===== config.mk =====
export PLATFORM = sky130hd
export DESIGN_NAME = pwr_seq_ctrl
export DESIGN_NICKNAME = d
export VERILOG_FILES = /design/src/rtl/pwr_seq_pkg.sv /design/src/rtl/pwr_key_matcher.sv /design/src/rtl/pwr_settle_timer.sv /design/src/rtl/pwr_domain_state.sv /design/src/rtl/pwr_seq_ctrl.sv
export SDC_FILE = /design/constraint.sdc
export NUM_CORES = 1
export LEC_CHECK = 0
export BUFFER_PORTS_ARGS = -buffer_cell sky130_fd_sc_hd__clkbuf_2
export CAP_MARGIN = 20
export CELL_PAD_IN_SITES_DETAIL_PLACEMENT = 0
export CELL_PAD_IN_SITES_GLOBAL_PLACEMENT = 2
export CORE_MARGIN = 10
export CORE_UTILIZATION = 27
export CTS_CLUSTER_DIAMETER = 50
export DETAILED_ROUTE_END_ITERATION = 10
export PLACE_DENSITY_LB_ADDON = 0.08
export SLEW_MARGIN = 25
export SYNTH_ARGS = -nofsm -noshare
export SYNTH_HDL_FRONTEND = slang
export SYNTH_SLANG_ARGS = --single-unit

===== constraint.sdc =====
create_clock -name clk -period 1.93 [get_ports clk]
set_input_delay 0.193 -clock clk [delete_from_list [all_inputs] [get_ports clk]]
set_output_delay 0.193 -clock clk [all_outputs]
set_load 0.01 [all_outputs]

===== src/rtl/pwr_seq_pkg.sv =====
package pwr_seq_pkg;

  localparam logic [7:0] KEY_BYTE0 = 8'hFF;
  localparam logic [7:0] KEY_BYTE1 = 8'h05;
  localparam logic [7:0] KEY_BYTE2 = 8'h50;

  localparam int unsigned OFS_MODE   = 32'h0C;
  localparam int unsigned OFS_TRIG   = 32'h44;
  localparam int unsigned OFS_STATUS = 32'h80;

  localparam int unsigned BUSY_BIT = 31;

  typedef enum logic [1:0] {
    KEY_WAIT0 = 2'd0,
    KEY_WAIT1 = 2'd1,
    KEY_WAIT2 = 2'd2
  } key_step_e;

endpackage


===== src/rtl/pwr_key_matcher.sv =====
module pwr_key_matcher
  import pwr_seq_pkg::*;
(
  input  logic       clk,
  input  logic       rst_n,
  input  logic       trig_wr,
  input  logic [7:0] trig_byte,
  input  logic       lock,
  output logic       key_fire
);

  key_step_e step_q, step_d;
  logic      fire_d;

  always_comb begin
    step_d = step_q;
    fire_d = 1'b0;
    if (lock) begin
      step_d = KEY_WAIT0;
    end else if (trig_wr) begin
      unique case (step_q)
        KEY_WAIT0: step_d = (trig_byte == KEY_BYTE0) ? KEY_WAIT1 : KEY_WAIT0;
        KEY_WAIT1: begin
          if (trig_byte == KEY_BYTE1)      step_d = KEY_WAIT2;
          else if (trig_byte == KEY_BYTE0) step_d = KEY_WAIT1;
          else                             step_d = KEY_WAIT0;
        end
        KEY_WAIT2: begin
          if (trig_byte == KEY_BYTE2) begin
            step_d = KEY_WAIT0;
            fire_d = 1'b1;
          end else if (trig_byte == KEY_BYTE0) begin
            step_d = KEY_WAIT1;
          end else begin
            step_d = KEY_WAIT0;
          end
        end
        default: step_d = KEY_WAIT0;
      endcase
    end
  end

  always_ff @(posedge clk or negedge rst_n) begin
    if (!rst_n) step_q <= KEY_WAIT0;
    else        step_q <= step_d;
  end

  assign key_fire = fire_d;

endmodule


===== src/rtl/pwr_settle_timer.sv =====
module pwr_settle_timer #(
  parameter int unsigned SETTLE_CYCLES = 64
) (
  input  logic clk,
  input  logic rst_n,
  input  logic start,
  input  logic finish,
  output logic busy,
  output logic expired
);

  localparam int unsigned CNT_W = (SETTLE_CYCLES > 1) ? $clog2(SETTLE_CYCLES) : 1;
  localparam logic [CNT_W-1:0] CNT_LOAD = CNT_W'(SETTLE_CYCLES - 1);

  logic [CNT_W-1:0] cnt_q, cnt_d;
  logic             busy_q, busy_d;
  logic             cnt_en;

  assign expired = busy_q && (cnt_q == '0);

  always_comb begin
    busy_d = busy_q;
    cnt_d  = cnt_q;
    if (start) begin
      busy_d = 1'b1;
      cnt_d  = CNT_LOAD;
    end else if (expired && finish) begin
      busy_d = 1'b0;
    end else if (busy_q && (cnt_q != '0)) begin
      cnt_d = cnt_q - 1'b1;
    end
  end

  assign cnt_en = start || busy_q;

  always_ff @(posedge clk or negedge rst_n) begin
    if (!rst_n) begin
      busy_q <= 1'b0;
      cnt_q  <= '0;
    end else if (cnt_en) begin
      busy_q <= busy_d;
      cnt_q  <= cnt_d;
    end
  end

  assign busy = busy_q;

endmodule


===== src/rtl/pwr_domain_state.sv =====
module pwr_domain_state #(
  parameter int unsigned          NUM_DOM    = 8,
  parameter logic [NUM_DOM-1:0]   RESET_MASK = NUM_DOM'(3)
) (
  input  logic               clk,
  input  logic               rst_n,
  input  logic               start,
  input  logic [NUM_DOM-1:0] start_mask,
  input  logic               expired,
  input  logic [NUM_DOM-1:0] pwr_good,
  output logic [NUM_DOM-1:0] en_q,
  output logic [NUM_DOM-1:0] status_q,
  output logic               all_up
);

  logic [NUM_DOM-1:0] en_d, status_d;

  for (genvar i = 0; i < NUM_DOM; i++) begin : g_dom
    assign en_d[i]     = en_q[i] | (start & start_mask[i]);
    assign status_d[i] = status_q[i] | (expired & en_q[i] & pwr_good[i]);
  end

  assign all_up = ((status_d & en_q) == en_q);

  always_ff @(posedge clk or negedge rst_n) begin
    if (!rst_n) begin
      en_q     <= RESET_MASK;
      status_q <= RESET_MASK;
    end else begin
      if (start)   en_q     <= en_d;
      if (expired) status_q <= status_d;
    end
  end

endmodule


===== src/rtl/pwr_seq_ctrl.sv =====
module pwr_seq_ctrl
  import pwr_seq_pkg::*;
#(
  parameter int unsigned        ADDR_W        = 8,
  parameter int unsigned        NUM_DOM       = 8,
  parameter int unsigned        SETTLE_CYCLES = 64,
  parameter logic [NUM_DOM-1:0] RESET_ON_MASK = NUM_DOM'(3)
) (
  input  logic               clk,
  input  logic               rst_n,
  input  logic [ADDR_W-1:0]  bus_addr,
  input  logic               bus_we,
  input  logic [31:0]        bus_wdata,
  output logic [31:0]        bus_rdata,
  output logic [NUM_DOM-1:0] dom_pwr_en,
  input  logic [NUM_DOM-1:0] dom_pwr_good
);

  localparam logic [ADDR_W-1:0] A_MODE   = ADDR_W'(OFS_MODE);
  localparam logic [ADDR_W-1:0] A_TRIG   = ADDR_W'(OFS_TRIG);
  localparam logic [ADDR_W-1:0] A_STATUS = ADDR_W'(OFS_STATUS);

  logic               mode_wr, trig_wr;
  logic [NUM_DOM-1:0] mode_q;
  logic               key_fire;
  logic               busy, settle_done, all_up;
  logic [NUM_DOM-1:0] status_q;

  assign mode_wr = bus_we && (bus_addr == A_MODE);
  assign trig_wr = bus_we && (bus_addr == A_TRIG);

  always_ff @(posedge clk or negedge rst_n) begin
    if (!rst_n)       mode_q <= '0;
    else if (mode_wr) mode_q <= bus_wdata[NUM_DOM-1:0];
  end

  pwr_key_matcher u_key (
    .clk       (clk),
    .rst_n     (rst_n),
    .trig_wr   (trig_wr),
    .trig_byte (bus_wdata[7:0]),
    .lock      (busy),
    .key_fire  (key_fire)
  );

  pwr_settle_timer #(.SETTLE_CYCLES(SETTLE_CYCLES)) u_timer (
    .clk     (clk),
    .rst_n   (rst_n),
    .start   (key_fire),
    .finish  (all_up),
    .busy    (busy),
    .expired (settle_done)
  );

  pwr_domain_state #(.NUM_DOM(NUM_DOM), .RESET_MASK(RESET_ON_MASK)) u_dom (
    .clk        (clk),
    .rst_n      (rst_n),
    .start      (key_fire),
    .start_mask (mode_q),
    .expired    (settle_done),
    .pwr_good   (dom_pwr_good),
    .en_q       (dom_pwr_en),
    .status_q   (status_q),
    .all_up     (all_up)
  );

  always_comb begin
    bus_rdata = '0;
    if (bus_addr == A_MODE) begin
      bus_rdata = 32'(mode_q);
    end else if (bus_addr == A_STATUS) begin
      bus_rdata           = 32'(status_q);
      bus_rdata[BUSY_BIT] = busy;
    end
  end

endmodule


== Yosys cells after proc, flatten, opt, wreduce, memory -nomap -nowiden ==
Index checks and enable logic that the tools add are counted.

* Register bits after elaboration: 33
* Input bits: 51
* Output and inout port bits: 40
* Word-level logic and storage cells: 89

* Add/subtract/negate cells: 1
* Eq/ne operators: 10
* Mux-type cells: 17
* Bitwise gates (word level): 41
* Reduce and logical (&&, ||, !) cells: 14

{| class="wikitable"
|+ Operators with widths
! operator !! count
|-
| 32-bit two-way mux || 2
|-
| 1-bit AND || 24
|-
| 6-bit two-way mux || 3
|-
| 8-bit by 7-bit == test with 1-bit output, second input constant || 2
|-
| 8-bit == test, second input constant || 2
|-
| 1-bit bitwise OR || 16
|-
| 8-bit AND || 1
|-
| 8-bit by 3-bit == test with 1-bit output, second input constant || 1
|-
| 8-bit by 4-bit == test with 1-bit output, second input constant || 1
|-
| 8-bit == test || 1
|-
| 2-bit two-way mux || 4
|-
| 1-bit two-way mux || 7
|-
| 6-bit zero test || 1
|-
| 2-bit one-hot mux with 3 select lines || 1
|-
| 2-bit nonzero test || 3
|-
| 6-bit nonzero test || 1
|-
| 6-bit by 1-bit subtractor with 6-bit output, second input constant || 1
|-
| 1-bit logical AND || 5
|-
| 3-bit AND reduction || 1
|-
| 2-bit by 1-bit == test with 1-bit output, second input constant || 1
|-
| 2-bit == test, second input constant || 1
|-
| 2-bit zero test || 1
|-
| 2-bit by 1-bit inequality test with 1-bit output, second input constant || 1
|-
| 2-bit AND reduction || 1
|-
| 1-bit logical OR || 1
|}

== Depth between registers and ports, before layout ==
* Word-level depth: 10
* Depth in mapped cells: 7
* Mapped depth without buffers: 7

== Modules after synthesis ==
From an unflattened synthesis, not the netlist that was laid out.

* Cells, all modules: 184
* Area total of the unflattened synthesis: 1,943.1 µm²

{| class="wikitable"
|+ Modules (own cells, without submodules)
! module !! times used !! cells an instance !! area each (µm²) !! sequential area each (µm²)
|-
| pwr_domain_state || 1 || 55 || 669.4 || 405.4
|-
| pwr_seq_ctrl || 1 || 66 || 668.1 || 200.2
|-
| pwr_settle_timer || 1 || 46 || 459.2 || 175.2
|-
| pwr_key_matcher || 1 || 17 || 146.4 || 50.0
|}

== Worst setup path after synthesis ==
Ideal clock, no wire load.

* Path kind: in2reg
* Start: input bus_addr[1]
* End: register mode_q[0]
* Library setup time: 0.125 ns
* Data arrival time: 1.680 ns
* Data required time: 1.805 ns
* Slack: 0.125 ns
* Stages on the path: 7
* Buffers on the path: 2
* Cell sequence: or4_4 -> nor2_1 -> and4b_1 -> buf_4 -> and2_4 -> buf_12 -> mux2_4

* Cells in the longest elaborated chain, start to end: 2

{| class="wikitable"
|+ Ends and longest elaborated chain
! element !! line !! RTL
|-
| start, declared || pwr_seq_ctrl.sv:11 || <nowiki>input logic [ADDR_W-1:0] bus_addr,</nowiki>
|-
| 8-bit by 4-bit == test with 1-bit output || pwr_seq_ctrl.sv:29 || <nowiki>assign mode_wr = bus_we && (bus_addr == A_MODE);</nowiki>
|-
| 1-bit logical AND || pwr_seq_ctrl.sv:29 ||
|-
| end signal, assigned || pwr_seq_ctrl.sv:34 || <nowiki>else if (mode_wr) mode_q <= bus_wdata[NUM_DOM-1:0];</nowiki>
|-
| end, declared || pwr_seq_ctrl.sv:24 || <nowiki>logic [NUM_DOM-1:0] mode_q;</nowiki>
|}

No other way between the ends.
A chain may end at the register's enable or synchronous reset.

== Worst setup path after layout ==
* Start: input bus_addr[1]
* End: output bus_rdata[6]

* Cells in the longest elaborated chain, start to end: 3
* Elaborated cells between the ends (all ways): 4
* Classes of those cells: 2 x eq/ne; 2 x mux

{| class="wikitable"
|+ Ends and longest elaborated chain
! element !! line !! RTL
|-
| 8-bit == test || pwr_seq_ctrl.sv:71 || <nowiki>end else if (bus_addr == A_STATUS) begin</nowiki>
|-
| 32-bit two-way mux || pwr_seq_ctrl.sv:71 ||
|-
| 32-bit two-way mux (*) || pwr_seq_ctrl.sv:69 || <nowiki>if (bus_addr == A_MODE) begin</nowiki>
|-
| end, declared || pwr_seq_ctrl.sv:14 || <nowiki>output logic [31:0] bus_rdata,</nowiki>
|}

Mark *: on every way between the ends. The rest lies on a longest branch, timed or not.

==> key figures <==
Clocking
  – Post-CTS Hold Buffers: 0
  – Root Buffer: clkbuf_8
  – CTS clk-pin slew, worst paths: 0.07 ns
  – CTS tree: yes
  – H-Tree Depth: 2
  – Post-CTS Resized: 0
  – CTS Buffer Depth: 2
  – Clk sinks: 33
  – CTS Buf Count: 5
  – Setup Fix Bufs, Post-CTS: 0
  – Insertion delay to the later sink of the worst-skew pair: 0.29 ns

Global routing
  – Vias in the first global route: 1603
  – First-pass GRT wire length: 8.107 mm
  – Grt total ovfl: 0
  – Tot GR Track Use: 10.03%
  – Antenna violations before repair: 0
  – Pin count of the biggest net entering global routing: 34

Floorplan
  – Area of the core: 0.006719 sq mm
  – Die span in y: 102.6 microns
  – Num rows: 30
  – Die X-Extent: 102.6 microns
  – Die area: 0.01052 sq mm
  – Initial core utilization: 27.39%
  – Top Ports: 91

STA
  – Setup_tns: 0 ns
  – Slew @ Worst Pin: 0.8431 ns
  – Endpoints failing setup: 0
  – Hold Vio Cnt, Final: 2
  – Final slew viol count: 0
  – Hold_ws: -0.004302 ns
  – Final min period: 1.781 ns
  – Fmax: 0.5615 GHz
  – Clk_skew: 0.007389 ns
  – Final Cycle Share: 92.28%
  – RSZ-0062 raised after global routing: no
  – Worst slew margin: 43.79%

Yosys
  – Share of the synthesized area in the top cell type: 39.43%
  – Post-synth EDFFs: 0
  – Most area-consuming cells after synthesis: dfrtp_1 39%, buf_4 9.8%, mux2_4 6.5%
  – Mapped Cells: 168
  – Library cells used by synthesis: 48
  – Top FF cell, synth: dfrtp_1
  – Syn Area/Cell: 10.96 sq um
  – Async set-reset flop share out of synthesis: 100.0%
  – Post-synthesis sequential area ratio: 45.14%
  – Yosys warning count: 0
  – Most common cell in the netlist: dfrtp_1
  – Synth top cells by count: 29 x dfrtp_1, 24 x buf_4, 12 x nand2_1
  – Cell taking the most area after synthesis: dfrtp_1
  – Seq cells post-synth: 33
  – Mapped Area: 0.001841 sq mm

Drt
  – DR vias/cell: 4.698
  – Residual DRC: 0
  – Routed WL per cell: 16.50 microns
  – Final ANT Viol Nets: 0
  – Drt pass-1 iters: 4
  – Post-Route WL: 4.966 mm
  – Routed via count: 1414
  – 1st-iter DRT viols: 44

Worst setup path
  – CP max FO: 8
  – Setup crit start kind: input port
  – CP peak stage delay: 0.52 ns
  – CP dominant cell by count: clkbuf_2
  – WP data required: 1.74 ns
  – CP Capture Type: primary output
  – FF-to-FF setup slack: 0.21 ns
  – Worst path slowest cell: or4_4
  – CP arrival: 1.59 ns
  – Worst setup path category: input port to primary output
  – Worst-path cell chain: clkbuf_2 > or4_4 > nor2_1 > and4b_1 > buf_6 > a22o_1 > clkbuf_2

Placed design
  – Gpl congestion: 0.7187
  – PortBufs: 43
  – HPWL after detailed placement: 4.042 mm

Pwr
  – Power per Cell Area: 662.7 mW/mm^2
  – Leak: 1.157 nW
  – Worst vdd ir: 403.2 uV

Layout
  – Number of fill cells: 690
  – Final nets: 273
  – Diodes inserted: 0
  – Layout cell share with drive strength beyond 1: 39.37%
  – Area growth syn-to-layout: 21.01%
  – Final core utilization: 33.15%

Hold path
  – Worst hold path class: input port to async pin

Status
  – Failing checks: negative hold slack
  – Outcome: finished, violations left

Run
  – MaxCap Viol Count: 0
power by group:
part / total (W) / switching, W / internal, W / leakage (nW)
clock network: 0.000675 / 0.000255 / 0.000420 / 0.0574
logic: 0.0000932 / 0.0000593 / 0.0000339 / 0.679
registers: 0.000708 / 0.00000784 / 0.000700 / 0.420
metal layers:
| layer | GRT usage, % | vias to the layer above | share of wire [%] |
|---|---|---|---|
| met1 | 12.16 | 693 | 46 |
| met3 | 3.485 | 6 | 6.5 |
| met2 | 16.39 | 52 | 46 |
| met5 | 0 | - | 0 |
| met4 | 2.928 | 0 | 1.1 |
| li1 | - | 663 | - |
flip-flops by register name, summed over array words and instances, names as in the netlist:
name and cells:
mode_q 8, u_dom.en_q 8, u_dom.status_q 8, u_key.step_q 2, u_timer.busy 1, u_timer.cnt_q 6
kinds of logic after synthesis:
kind of cell / share of synthesized area, %
muxes: 7.070
and+or+nand+nor: 15.57
adders and majority gates: 1.359
DFF: 45.14
xor gates and xnor gates: 1.428
other: 0.2037
buffers and inverters: 12.85
AOI/OAI and AO/OA: 16.38
layout by cell type, fill, tap and decap left out, types with 2 or more instances in the layout:
master,netlist,layout
and4b_1,2,2
and3_1,3,3
dfstp_2,4,4
clkbuf_2,0,43
a21oi_1,3,3
a31o_2,7,7
a22o_1,8,8
nand3_1,6,6
nor3_1,4,4
inv_1,3,3
mux2_4,8,8
conb_1,1,23
a21o_1,8,8
clkbuf_8,0,6
nand4b_1,2,2
nor4_1,2,2
nand2_1,12,12
dfrtp_1,29,29
xnor2_1,2,2
buf_4,24,7
nand2b_1,3,3
nor2_1,7,7
layout make-up:
class,count,area (sq um),share of cell area [%]
flip-flops and latches,33,830.8,37.30
well taps,80,100.1,4.494
inverters,3,11.26,0.5056
clock inverters,2,37.54,1.685
repair buffers,52,299.0,13.43
multi-input cells,125,865.8,38.88
clock buffers,6,82.58,3.708
final timing paths:
check                                              start                       endpoint  cells after the start
setup / recovery                             bus_addr[1]                   bus_rdata[6]                      7
hold / removal                                     rst_n      u_dom.en_q[2]$_DFFE_PN0P_                      1
setup reg to reg            u_timer.cnt_q[2]$_DFFE_PN0P_       u_timer.busy$_DFFE_PN0P_                      6
hold reg to reg            u_dom.status_q[3]$_DFFE_PN0N_  u_dom.status_q[3]$_DFFE_PN0N_                      2
max in group asynchronous                          rst_n   u_timer.cnt_q[0]$_DFFE_PN0P_                      1
min in group clk                         dom_pwr_good[3]  u_dom.status_q[3]$_DFFE_PN0N_                      3
worst max-delay path, delay by kind of cell:
kind,cells,cell delay (ns)
AND/OR/NAND/NOR,3,0.87
AO/OA/AOI/OAI,1,0.15
buffers and inverters,3,0.36
stage by stage:
step	hold WS, ns	power (W)	setup WS (ns)	instances	cell area [sq um]
6_report	-0.004302	0.001476	0.1490	301	2227
5_1_grt	0.06277	0.001540	0.02763	301	2227
4_1_cts	0.01735	0.001501	0.1167	301	2213
3_5_place_dp	0.3322	0.0008127	0.04807	293	2093
3_3_place_gp	0.3298	0.0008106	0.05908	293	2093
2_1_floorplan	-0.1026	0.0007908	0.1252	190	1923
(Power assumes the default switching activity.)
